===== config.mk =====
export PLATFORM = sky130hd
export DESIGN_NAME = irq_prio_ctrl
export DESIGN_NICKNAME = d
export VERILOG_FILES = /design/src/rtl/ipc_pkg.sv /design/src/rtl/ipc_regs.sv /design/src/rtl/ipc_pin_cond.sv /design/src/rtl/ipc_arb.sv /design/src/rtl/irq_prio_ctrl.sv
export SDC_FILE = /design/constraint.sdc
export NUM_CORES = 1
export LEC_CHECK = 0
export BUFFER_PORTS_ARGS = -buffer_cell sky130_fd_sc_hd__buf_2
export CAP_MARGIN = 10
export CORE_UTILIZATION = 49
export CTS_CLUSTER_DIAMETER = 150
export DETAILED_ROUTE_END_ITERATION = 6
export GPL_ROUTABILITY_DRIVEN = 0
export PLACE_DENSITY = 0.79
export SLEW_MARGIN = 20
export SYNTH_ARGS = -nofsm -noshare
export SYNTH_HDL_FRONTEND = slang
export SYNTH_SLANG_ARGS = --single-unit

===== constraint.sdc =====
create_clock -name clk -period 12.35 [get_ports clk]
set_input_delay 1.235 -clock clk [delete_from_list [all_inputs] [get_ports clk]]
set_output_delay 1.235 -clock clk [all_outputs]
set_load 0.03 [all_outputs]

===== src/rtl/ipc_pkg.sv =====
package ipc_pkg;
    localparam int CODE_W = 2;
    localparam int TABLE_ENTRIES = 128;

    typedef logic [1:0] lvl_t;

    localparam lvl_t LVL_TOP = 2'd3;
    localparam lvl_t LVL_HOST_CMD = 2'd2;

    // a non-zero code enables the source
    function automatic logic code_en(input logic [CODE_W-1:0] code);
        return code != '0;
    endfunction

    // codes 1..3 map onto levels 0..2
    function automatic lvl_t code_lvl(input logic [CODE_W-1:0] code);
        return lvl_t'(code - 2'd1);
    endfunction
endpackage


===== src/rtl/ipc_regs.sv =====
module ipc_regs #(
    parameter int DATA_W  = 24,
    parameter int NUM_PER = 5,
    parameter int NUM_EXT = 4
) (
    input  logic              clk,
    input  logic              rst_n,
    input  logic              bus_wr,
    input  logic              bus_sel,
    input  logic [DATA_W-1:0] bus_wdata,
    output logic [DATA_W-1:0] bus_rdata,
    output logic [2*NUM_PER-1:0] per_cfg,
    output logic [3*NUM_EXT-1:0] ext_cfg
);
    localparam int PER_BITS = 2 * NUM_PER;
    localparam int EXT_BITS = 3 * NUM_EXT;

    typedef struct packed {
        logic [PER_BITS-1:0] per;
        logic [EXT_BITS-1:0] ext;
    } regs_t;

    regs_t st_d, st_q;

    always_comb begin
        st_d = st_q;
        if (bus_wr) begin
            if (!bus_sel) begin
                st_d.per = bus_wdata[PER_BITS-1:0];
            end else begin
                st_d.ext = bus_wdata[EXT_BITS-1:0];
            end
        end
    end

    always_ff @(posedge clk or negedge rst_n) begin
        if (!rst_n) begin
            st_q <= '0;
        end else begin
            st_q <= st_d;
        end
    end

    // reserved bits come back as zero
    assign bus_rdata = bus_sel ? DATA_W'(st_q.ext) : DATA_W'(st_q.per);
    assign per_cfg   = st_q.per;
    assign ext_cfg   = st_q.ext;

    logic unused_wdata;
    assign unused_wdata = ^bus_wdata;

    AST_PER_WRITE: assert property (@(posedge clk) disable iff (!rst_n)
        (bus_wr && !bus_sel) |=> (st_q.per == $past(bus_wdata[PER_BITS-1:0])));
    AST_EXT_KEEP: assert property (@(posedge clk) disable iff (!rst_n)
        (bus_wr && !bus_sel) |=> $stable(st_q.ext));
endmodule


===== src/rtl/ipc_pin_cond.sv =====
module ipc_pin_cond (
    input  logic clk,
    input  logic rst_n,
    input  logic pin_n,
    input  logic edge_mode,
    input  logic clr,
    output logic req
);
    typedef struct packed {
        logic prev;
        logic pend;
    } pin_t;

    pin_t st_d, st_q;

    always_comb begin
        st_d      = st_q;
        st_d.prev = pin_n;
        if (!edge_mode) begin
            st_d.pend = 1'b0;
        end else begin
            if (clr) begin
                st_d.pend = 1'b0;
            end
            // a fresh edge wins over a clear in the same cycle
            if (st_q.prev && !pin_n) begin
                st_d.pend = 1'b1;
            end
        end
    end

    always_ff @(posedge clk or negedge rst_n) begin
        if (!rst_n) begin
            st_q <= '{prev: 1'b1, pend: 1'b0};
        end else begin
            st_q <= st_d;
        end
    end

    assign req = edge_mode ? st_q.pend : !pin_n;

    AST_LEVEL_NO_LATCH: assert property (@(posedge clk) disable iff (!rst_n)
        !edge_mode |=> !st_q.pend);
    AST_EDGE_HOLD: assert property (@(posedge clk) disable iff (!rst_n)
        (edge_mode && st_q.pend && !clr) |=> st_q.pend);
    AST_EDGE_SET: assert property (@(posedge clk) disable iff (!rst_n)
        (edge_mode && st_q.prev && !pin_n) |=> st_q.pend);
endmodule


===== src/rtl/ipc_arb.sv =====
module ipc_arb
    import ipc_pkg::*;
#(
    parameter int N     = 11,
    parameter int IDX_W = 4
) (
    input  logic [N-1:0]       req,
    input  logic [N-1:0][1:0]  lvl,
    input  lvl_t               mask,
    output logic               win_valid,
    output logic [IDX_W-1:0]   win_idx,
    output lvl_t               win_lvl
);
    always_comb begin
        win_valid = 1'b0;
        win_idx   = '0;
        win_lvl   = '0;
        // ascending scan: only a strictly higher level displaces the winner
        for (int i = 0; i < N; i++) begin
            if (req[i] && (lvl[i] == LVL_TOP || lvl[i] > mask)) begin
                if (!win_valid || lvl[i] > win_lvl) begin
                    win_valid = 1'b1;
                    win_idx   = IDX_W'(i);
                    win_lvl   = lvl[i];
                end
            end
        end
    end
endmodule


===== src/rtl/irq_prio_ctrl.sv =====
module irq_prio_ctrl
    import ipc_pkg::*;
#(
    parameter int              DATA_W   = 24,
    parameter int              ADDR_W   = 24,
    parameter int              NUM_EXT  = 4,
    parameter int              NUM_PER  = 5,
    parameter logic [ADDR_W-1:0] VEC_BASE = '0
) (
    input  logic               clk,
    input  logic               rst_n,
    input  logic               bus_wr,
    input  logic               bus_sel,
    input  logic [DATA_W-1:0]  bus_wdata,
    output logic [DATA_W-1:0]  bus_rdata,
    input  logic               nmi_n,
    input  logic               host_cmd,
    input  logic [NUM_EXT-1:0] ext_n,
    input  logic [NUM_PER-1:0] periph_req,
    input  logic [1:0]         core_mask,
    input  logic               irq_ack,
    output logic               irq_valid,
    output logic [ADDR_W-1:0]  irq_vector,
    output logic [1:0]         irq_level
);
    localparam int SRC_NMI  = 0;
    localparam int SRC_HCMD = 1;
    localparam int SRC_EXT0 = 2;
    localparam int SRC_PER0 = SRC_EXT0 + NUM_EXT;
    localparam int NUM_SRC  = SRC_PER0 + NUM_PER;
    localparam int IDX_W    = $clog2(NUM_SRC);

    logic [2*NUM_PER-1:0]     per_cfg;
    logic [3*NUM_EXT-1:0]     ext_cfg;
    logic [NUM_SRC-1:0]       src_req;
    logic [NUM_SRC-1:0][1:0]  src_lvl;
    logic [NUM_SRC-1:0]       ack_vec;
    logic                     nmi_req;
    logic [NUM_EXT-1:0]       ext_req;
    logic                     win_valid;
    logic [IDX_W-1:0]         win_idx;
    lvl_t                     win_lvl;

    ipc_regs #(.DATA_W(DATA_W), .NUM_PER(NUM_PER), .NUM_EXT(NUM_EXT)) u_regs (
        .clk       (clk),
        .rst_n     (rst_n),
        .bus_wr    (bus_wr),
        .bus_sel   (bus_sel),
        .bus_wdata (bus_wdata),
        .bus_rdata (bus_rdata),
        .per_cfg   (per_cfg),
        .ext_cfg   (ext_cfg)
    );

    // non-maskable pin: always edge sensitive
    ipc_pin_cond u_nmi (
        .clk       (clk),
        .rst_n     (rst_n),
        .pin_n     (nmi_n),
        .edge_mode (1'b1),
        .clr       (ack_vec[SRC_NMI]),
        .req       (nmi_req)
    );

    assign src_req[SRC_NMI]  = nmi_req;
    assign src_lvl[SRC_NMI]  = LVL_TOP;
    assign src_req[SRC_HCMD] = host_cmd;
    assign src_lvl[SRC_HCMD] = LVL_HOST_CMD;

    for (genvar k = 0; k < NUM_EXT; k++) begin : g_ext
        logic [CODE_W-1:0] code;
        assign code = ext_cfg[3*k +: 2];

        ipc_pin_cond u_pin (
            .clk       (clk),
            .rst_n     (rst_n),
            .pin_n     (ext_n[k]),
            .edge_mode (ext_cfg[3*k+2]),
            .clr       (ack_vec[SRC_EXT0+k]),
            .req       (ext_req[k])
        );

        assign src_req[SRC_EXT0+k] = ext_req[k] && code_en(code);
        assign src_lvl[SRC_EXT0+k] = code_lvl(code);
    end

    for (genvar p = 0; p < NUM_PER; p++) begin : g_per
        logic [CODE_W-1:0] code;
        assign code = per_cfg[2*p +: 2];
        assign src_req[SRC_PER0+p] = periph_req[p] && code_en(code);
        assign src_lvl[SRC_PER0+p] = code_lvl(code);
    end

    ipc_arb #(.N(NUM_SRC), .IDX_W(IDX_W)) u_arb (
        .req       (src_req),
        .lvl       (src_lvl),
        .mask      (core_mask),
        .win_valid (win_valid),
        .win_idx   (win_idx),
        .win_lvl   (win_lvl)
    );

    always_comb begin
        ack_vec = '0;
        if (irq_ack && win_valid) begin
            ack_vec[win_idx] = 1'b1;
        end
    end

    // slot 0 of the table is left to reset, sources start at slot 1
    assign irq_valid  = win_valid;
    assign irq_level  = win_lvl;
    assign irq_vector = VEC_BASE + ADDR_W'({win_idx, 1'b0}) + ADDR_W'(2);

    AST_MASK_RULE: assert property (@(posedge clk) disable iff (!rst_n)
        irq_valid |-> (irq_level == LVL_TOP || irq_level > core_mask));
    AST_NMI_WINS: assert property (@(posedge clk) disable iff (!rst_n)
        nmi_req |-> (irq_valid && irq_level == LVL_TOP));
    AST_VEC_STEP: assert property (@(posedge clk) disable iff (!rst_n)
        irq_valid |-> ((irq_vector - VEC_BASE) != '0 && (irq_vector[0] == VEC_BASE[0])));
    AST_HCMD_LEVEL: assert property (@(posedge clk) disable iff (!rst_n)
        (host_cmd && core_mask < 2'd2) |-> (irq_valid && irq_level >= LVL_HOST_CMD));
    AST_ACK_ONE: assert property (@(posedge clk) disable iff (!rst_n)
        $onehot0(ack_vec));
    initial begin
        AST_TABLE_FITS: assert (NUM_SRC < TABLE_ENTRIES);
    end
endmodule


==> flow_summary.toml, run 1 <==
[worst_setup_path]
slowest_stage = "o32a_1"
r2r_end = "u_nmi.st_q[0]$_DFFE_PN0P_"
crit_type = "primary input to primary output"
crit_top_cell = "ha_4"
end_kind = "primary output"
rr_startpoint = "u_regs.ext_cfg[0]$_DFFE_PN0P_"
slowest_delay_ns = 0.41
crit_start = "core_mask[1]"
critPathMaxFanout = 5
r2r_setup_slack_ns = 1.16
arrival_ns = 11.25
crit_path_start_kind = "primary input"
reg2reg_depth = 61
cp_data_required_time_ns = 11.11

[finish]
design_area_um2 = 4520
layout_commonest_cell = "buf_4"
final_util = 0.700
drive_gt1_frac = 0.417
nets = 585
area_growth_pct = 35.1
final_cell_mix = "buf_4, ha_1, buf_2"
antenna_cells = 0

[sta]
hold_viol_final = 0
skew_ns = 0.00712
maxSlewHeadroom = 0.433
fin_hold_ws_ns = 0.533
setup_viol = 5
tns_ns = -0.419
fmax_mhz = 80.1
worst_slew_pin_slew_ns = 0.845
final-max-slew-violation-count = 0
fin_crit_ns = 12.48
layout_setup_ws_ns = -0.132
period_share = 1.01
rsz0062_at_grt = "yes"

[yosys]
syn_avg_cell_area_um2 = 8.64
yosysTopAreaCell = "dfrtp_1"
yosysUniqueCellTypes = 58
synth_top_cell_area_share = 0.202
synth_area_um2 = 3340
ys_ff_latch = 32
synth_ff_type = "dfrtp_1"
synthArstFlopShare = 1.00
synthCells = 387
synth_area_leaders = "dfrtp_1, ha_1, buf_4"
synth_warnings = 0
synth-edff-count = 0
ys_seq_area_frac = 0.241

[drt]
drt_iter0_drc = 136
wl_per_cell_um = 16.7
route.vias.total = 3181
finalWirelength_um = 9520
drt_pass1_iterations = 7
avgViaCountPerCell = 5.57
postRouteAntennaNets = 0
drc_errors = 3

[clock_tree]
hold_buffers = 0
cts-buffers-inserted = 5
cts_htree_levels = 2
cts-root-buf = "clkbuf_8"
clock-sinks = 32
clock_latency_ns = 0.29
clockBufferDepth = 2
cts_tree = "done"
clk_pin_slew_ns = 0.06

[floorplanning]
die_h_um = 84.6
die_w_um = 84.6
rows = 29
core-area_um2 = 6460
ios = 93
start_util = 0.518
die_area_um2 = 7160

[grt]
grtUsageTotal = 0.251
grt_overflow_total = 0
grt_pass1_wl_um = 14200
top_usage_layer = "met2"
gr-usage-met2 = 0.460
use_met1 = 0.299
grtUsageMet3 = 0.0423
antenna_found_initial = 0
grt_max_degree = 33
grt_pass1_vias = 3035

[min_path]
hold_class = "flop to flop"
hp-start = "u_regs.ext_cfg[4]$_DFFE_PN0P_"
hold_depth = 1
hold_path_end = "u_regs.ext_cfg[4]$_DFFE_PN0P_"

[status]
failed_checks = "DRC, setup timing"
status = "finished with violations"

[power_and_ir_drop]
pwr_density_cell_nw_per_um2 = 252
p_leak_nw = 2.19
ir_worst_vdd_mv = 0.263

[job]
drv_cap = 0

[place]
port_buffers = 48
place_hpwl_um = 6860
placed_area_um2 = 3890
## stage by stage
| stage | std cells | worst slack [ns] | total power, mW |
|---|---|---|---|
| after CTS | 560 | 0.0295 | 0.953 |
| after global routing | 571 | -0.690 | 1.21 |
| after global placement | 543 | -0.243 | 0.746 |
| final | 571 | -0.132 | 1.14 |
| after detailed placement | 543 | -0.580 | 0.771 |
| after floorplan | 418 | 0.0977 | 0.573 |
## where the power goes
group          switching, mW  internal [mW]  total [mW]
Clock                 0.0396         0.0598      0.0994
Combinational          0.449          0.450       0.899
Sequential            0.0182          0.120       0.138
## logic make-up (layout without fill, tap and decap cells)
kind of cell / count (synthesis) / after routing / synth area share
AO/OA/AOI/OAI: 94 / 94 / 0.211
XOR/XNOR: 1 / 1 / 0.00262
adder cells (fa/ha/maj): 50 / 50 / 0.187
buffers and inverters: 80 / 156 / 0.126
flip-flops: 32 / 32 / 0.241
multiplexers: 17 / 17 / 0.0561
other: 1 / 32 / 0.00112
AND/OR/NAND/NOR: 112 / 112 / 0.175
## worst max-delay path by stage
stage,slack (ns),end
after floorplan,0.1,irq_vector[3]
after global placement,-0.24,irq_vector[3]
after detailed placement,-0.58,irq_vector[3]
after CTS,0.03,irq_vector[3]
after global routing,-0.69,irq_vector[3]
final,-0.13,irq_vector[3]
## layer usage
metal,part of all wire,routed length [µm]
met5,0,0
met4,0.031,293
met3,0.041,394
met2,0.51,4880
met1,0.42,3960
## cell type report
| class | count | area, µm² |
|---|---|---|
| clock buffer | 6 | 72.6 |
| sequential | 32 | 807 |
| inverter | 42 | 161 |
| fill | 468 | 1940 |
| timing repair buffer | 106 | 727 |
| multi-input combinational | 306 | 2620 |
| tap | 77 | 96.3 |
| clock inverter | 2 | 35.0 |
## timing repair
item / 4_1_cts / 5_1_grt
pin swaps: 22 / 43
buffers inserted: 9 / 12
resized for setup: 28 / 60
setup endpoints to repair: 6 / 6
## Yosys cell counts (all sizes together), types with 2 or more instances
master / number
a21oi: 10
ha: 50
a21boi: 2
buf: 33
a21o: 5
nand2b: 4
and2: 7
nor2b: 22
nor3: 4
inv: 42
o21ai: 37
o22ai: 2
or2: 8
nor2: 14
o21a: 2
o2111ai: 5
dfstp: 5
nand2: 40
o32a: 3
mux2i: 3
o32ai: 2
a21bo: 2
dfrtp: 27
nand3b: 6
a31oi: 5
mux2: 14
clkbuf: 5
nand3: 2
o31ai: 6
a211oi: 4
## critical path, delay by kind of cell
family,cells,cell delay [ns]
compound gates,24,4.24
xor+xnor,1,0.15
fa+ha+maj,10,2.36
buf+inv,8,0.81
mux,2,0.63
simple gates,14,1.75
## sequential cells by signal, summed over array words and instances (netlist names)
signal and count:
u_regs.ext_cfg 12, u_regs.per_cfg 10, g_ext.u_pin.st_q 8, u_nmi.st_q 2
(Power assumes the default switching activity.)
==> inputs of run 2 (changes only) <==
- CORE_UTILIZATION: 49 -> 54
- PLACE_DENSITY: 0.79 -> 0.82
- clock period: 12.35 -> 13.06 ns (I/O delays scaled with it)
==> run 2 against run 1 <==
The run now ends clean. Clock power down 1%. Utilization down 0.48 points. Critical path depth unchanged. Critical endpoint unchanged. Largest cell class unchanged.
==> flow_summary.toml, run 2 (synthesis results as in run 1) <==
[clock_tree]
cts_tree = "done"
hold_buffers = 0
cts-root-buf = "clkbuf_8"
cts_htree_levels = 2
clockBufferDepth = 2
clock_latency_ns = 0.29
cts-buffers-inserted = 5
clk_pin_slew_ns = 0.07
clock-sinks = 32

[drt]
postRouteAntennaNets = 0
avgViaCountPerCell = 5.55
finalWirelength_um = 8600
route.vias.total = 3033
drt_iter0_drc = 120
drt_pass1_iterations = 5
wl_per_cell_um = 15.7
drc_errors = 0

[place]
place_hpwl_um = 6390
dp.cells = 526
port_buffers = 48
placed_area_um2 = 3710

[finish]
final_cells = 546
nets = 562
area_growth_pct = 23.8
layout_commonest_cell = "buf_2"
largest_reg_flops = 12
antenna_cells = 0
fillers = 468
drive_gt1_frac = 0.346
design_area_um2 = 4140
multi_input_area_um2 = 2450
seq_area_um2 = 807
final_cell_mix = "buf_2, ha_1, inv_1"

[floorplanning]
die_h_um = 80.7
core-area_um2 = 5960
start_util = 0.562
die_area_um2 = 6510
ios = 93
rows = 28
die_w_um = 80.7

[worst_setup_path]
crit_start = "core_mask[0]"
crit_path_start_kind = "primary input"
rr_startpoint = "u_regs.ext_cfg[0]$_DFFE_PN0P_"
arrival_ns = 11.34
end_kind = "primary output"
slowest_stage = "o32a_4"
crit_type = "primary input to primary output"
cp_data_required_time_ns = 11.75
critPathMaxFanout = 6
slowest_delay_ns = 0.42
crit_top_cell = "ha_1"

[sta]
setup_viol = 0
final-max-slew-violation-count = 0
hold_viol_final = 0
skew_ns = 0.00519
period_share = 0.968
fin_hold_ws_ns = 0.536
maxSlewHeadroom = 0.520
worst_slew_pin_slew_ns = 0.720
fin_crit_ns = 12.65
fmax_mhz = 79.1

[job]
drv_cap = 0

[power_and_ir_drop]
p_leak_nw = 2.04
power_mw = 0.902
ir_worst_vdd_mv = 0.187
pwr_density_cell_nw_per_um2 = 218

[status]
status = "complete, no violations"

[min_path]
hold_class = "flop to flop"
hp-start = "u_regs.ext_cfg[10]$_DFFE_PN0P_"

[grt]
grt_overflow_total = 0
antenna_found_initial = 0
grtUsageTotal = 0.263
grt_max_degree = 33
grt_pass1_vias = 2834
grt_pass1_wl_um = 13000
run 2: cell count changes in the layout (fill, tap and decap cells not counted), sizes merged:
| cell | delta |
|---|---|
| buf | -23 |
| clkbuf | -1 |
| clkinv | -1 |
| inv | +2 |
run 2: power by group:
group / switching (mW) / internal, mW
Clock: 0.0405 / 0.0574
Combinational: 0.363 / 0.312
Sequential: 0.0160 / 0.114
Total: 0.420 / 0.483
run 2: path summary, 6_finish.rpt:
kind,end,slack (ns),depth (start not counted)
min,u_regs.ext_cfg[10]$_DFFE_PN0P_,0.54,1
min in group asynchronous,u_regs.ext_cfg[7]$_DFFE_PN0P_,1.06,1
min reg2reg,u_regs.ext_cfg[10]$_DFFE_PN0P_,0.54,1
max reg2reg,u_nmi.st_q[0]$_DFFE_PN0P_,1.81,61
max,irq_vector[3],0.41,59
max in group asynchronous,g_ext[2].u_pin.st_q[0]$_DFFE_PN0P_,11.53,1
run 2: per-layer routing:
layer	GRT usage	wire, µm
met2	0.464	4420
met4	0.0964	249
met5	0	0
met1	0.324	3560
met3	0.0386	369
run 2: final cells by class:
cell class	count	area share
multi-input cells	306	0.592
flip-flops and latches	32	0.195
repair buffers	83	0.125
inverters	42	0.0381
well taps	75	0.0227
clock buffers	5	0.0166
clock inverters	3	0.0112
run 2: timing repair:
action | 4_1_cts | 5_1_grt
gates resized for setup | 16 | 41
setup endpoints to repair | 6 | 6
buffers inserted | 5 | 7
pin swaps | 4 | 23
run 2: worst max-delay path, delay by kind of cell:
kind	cells	cell delay, ns
compound gates	20	3.18
xor+xnor	1	0.12
fa+ha+maj	10	2.46
buf+inv	7	0.86
mux	4	1.04
simple gates	17	2.36
run 2: per-stage QoR:
stage | TNS [ns] | util | worst slack (ns)
4_1_cts | 0 | 0.659 | 0.0509
2_1_floorplan | 0 | - | 0.102
3_3_place_gp | -0.142 | 0.623 | -0.126
3_5_place_dp | -1.45 | 0.623 | -0.453
6_report | 0 | 0.695 | 0.415
5_1_grt | -0.499 | 0.695 | -0.152
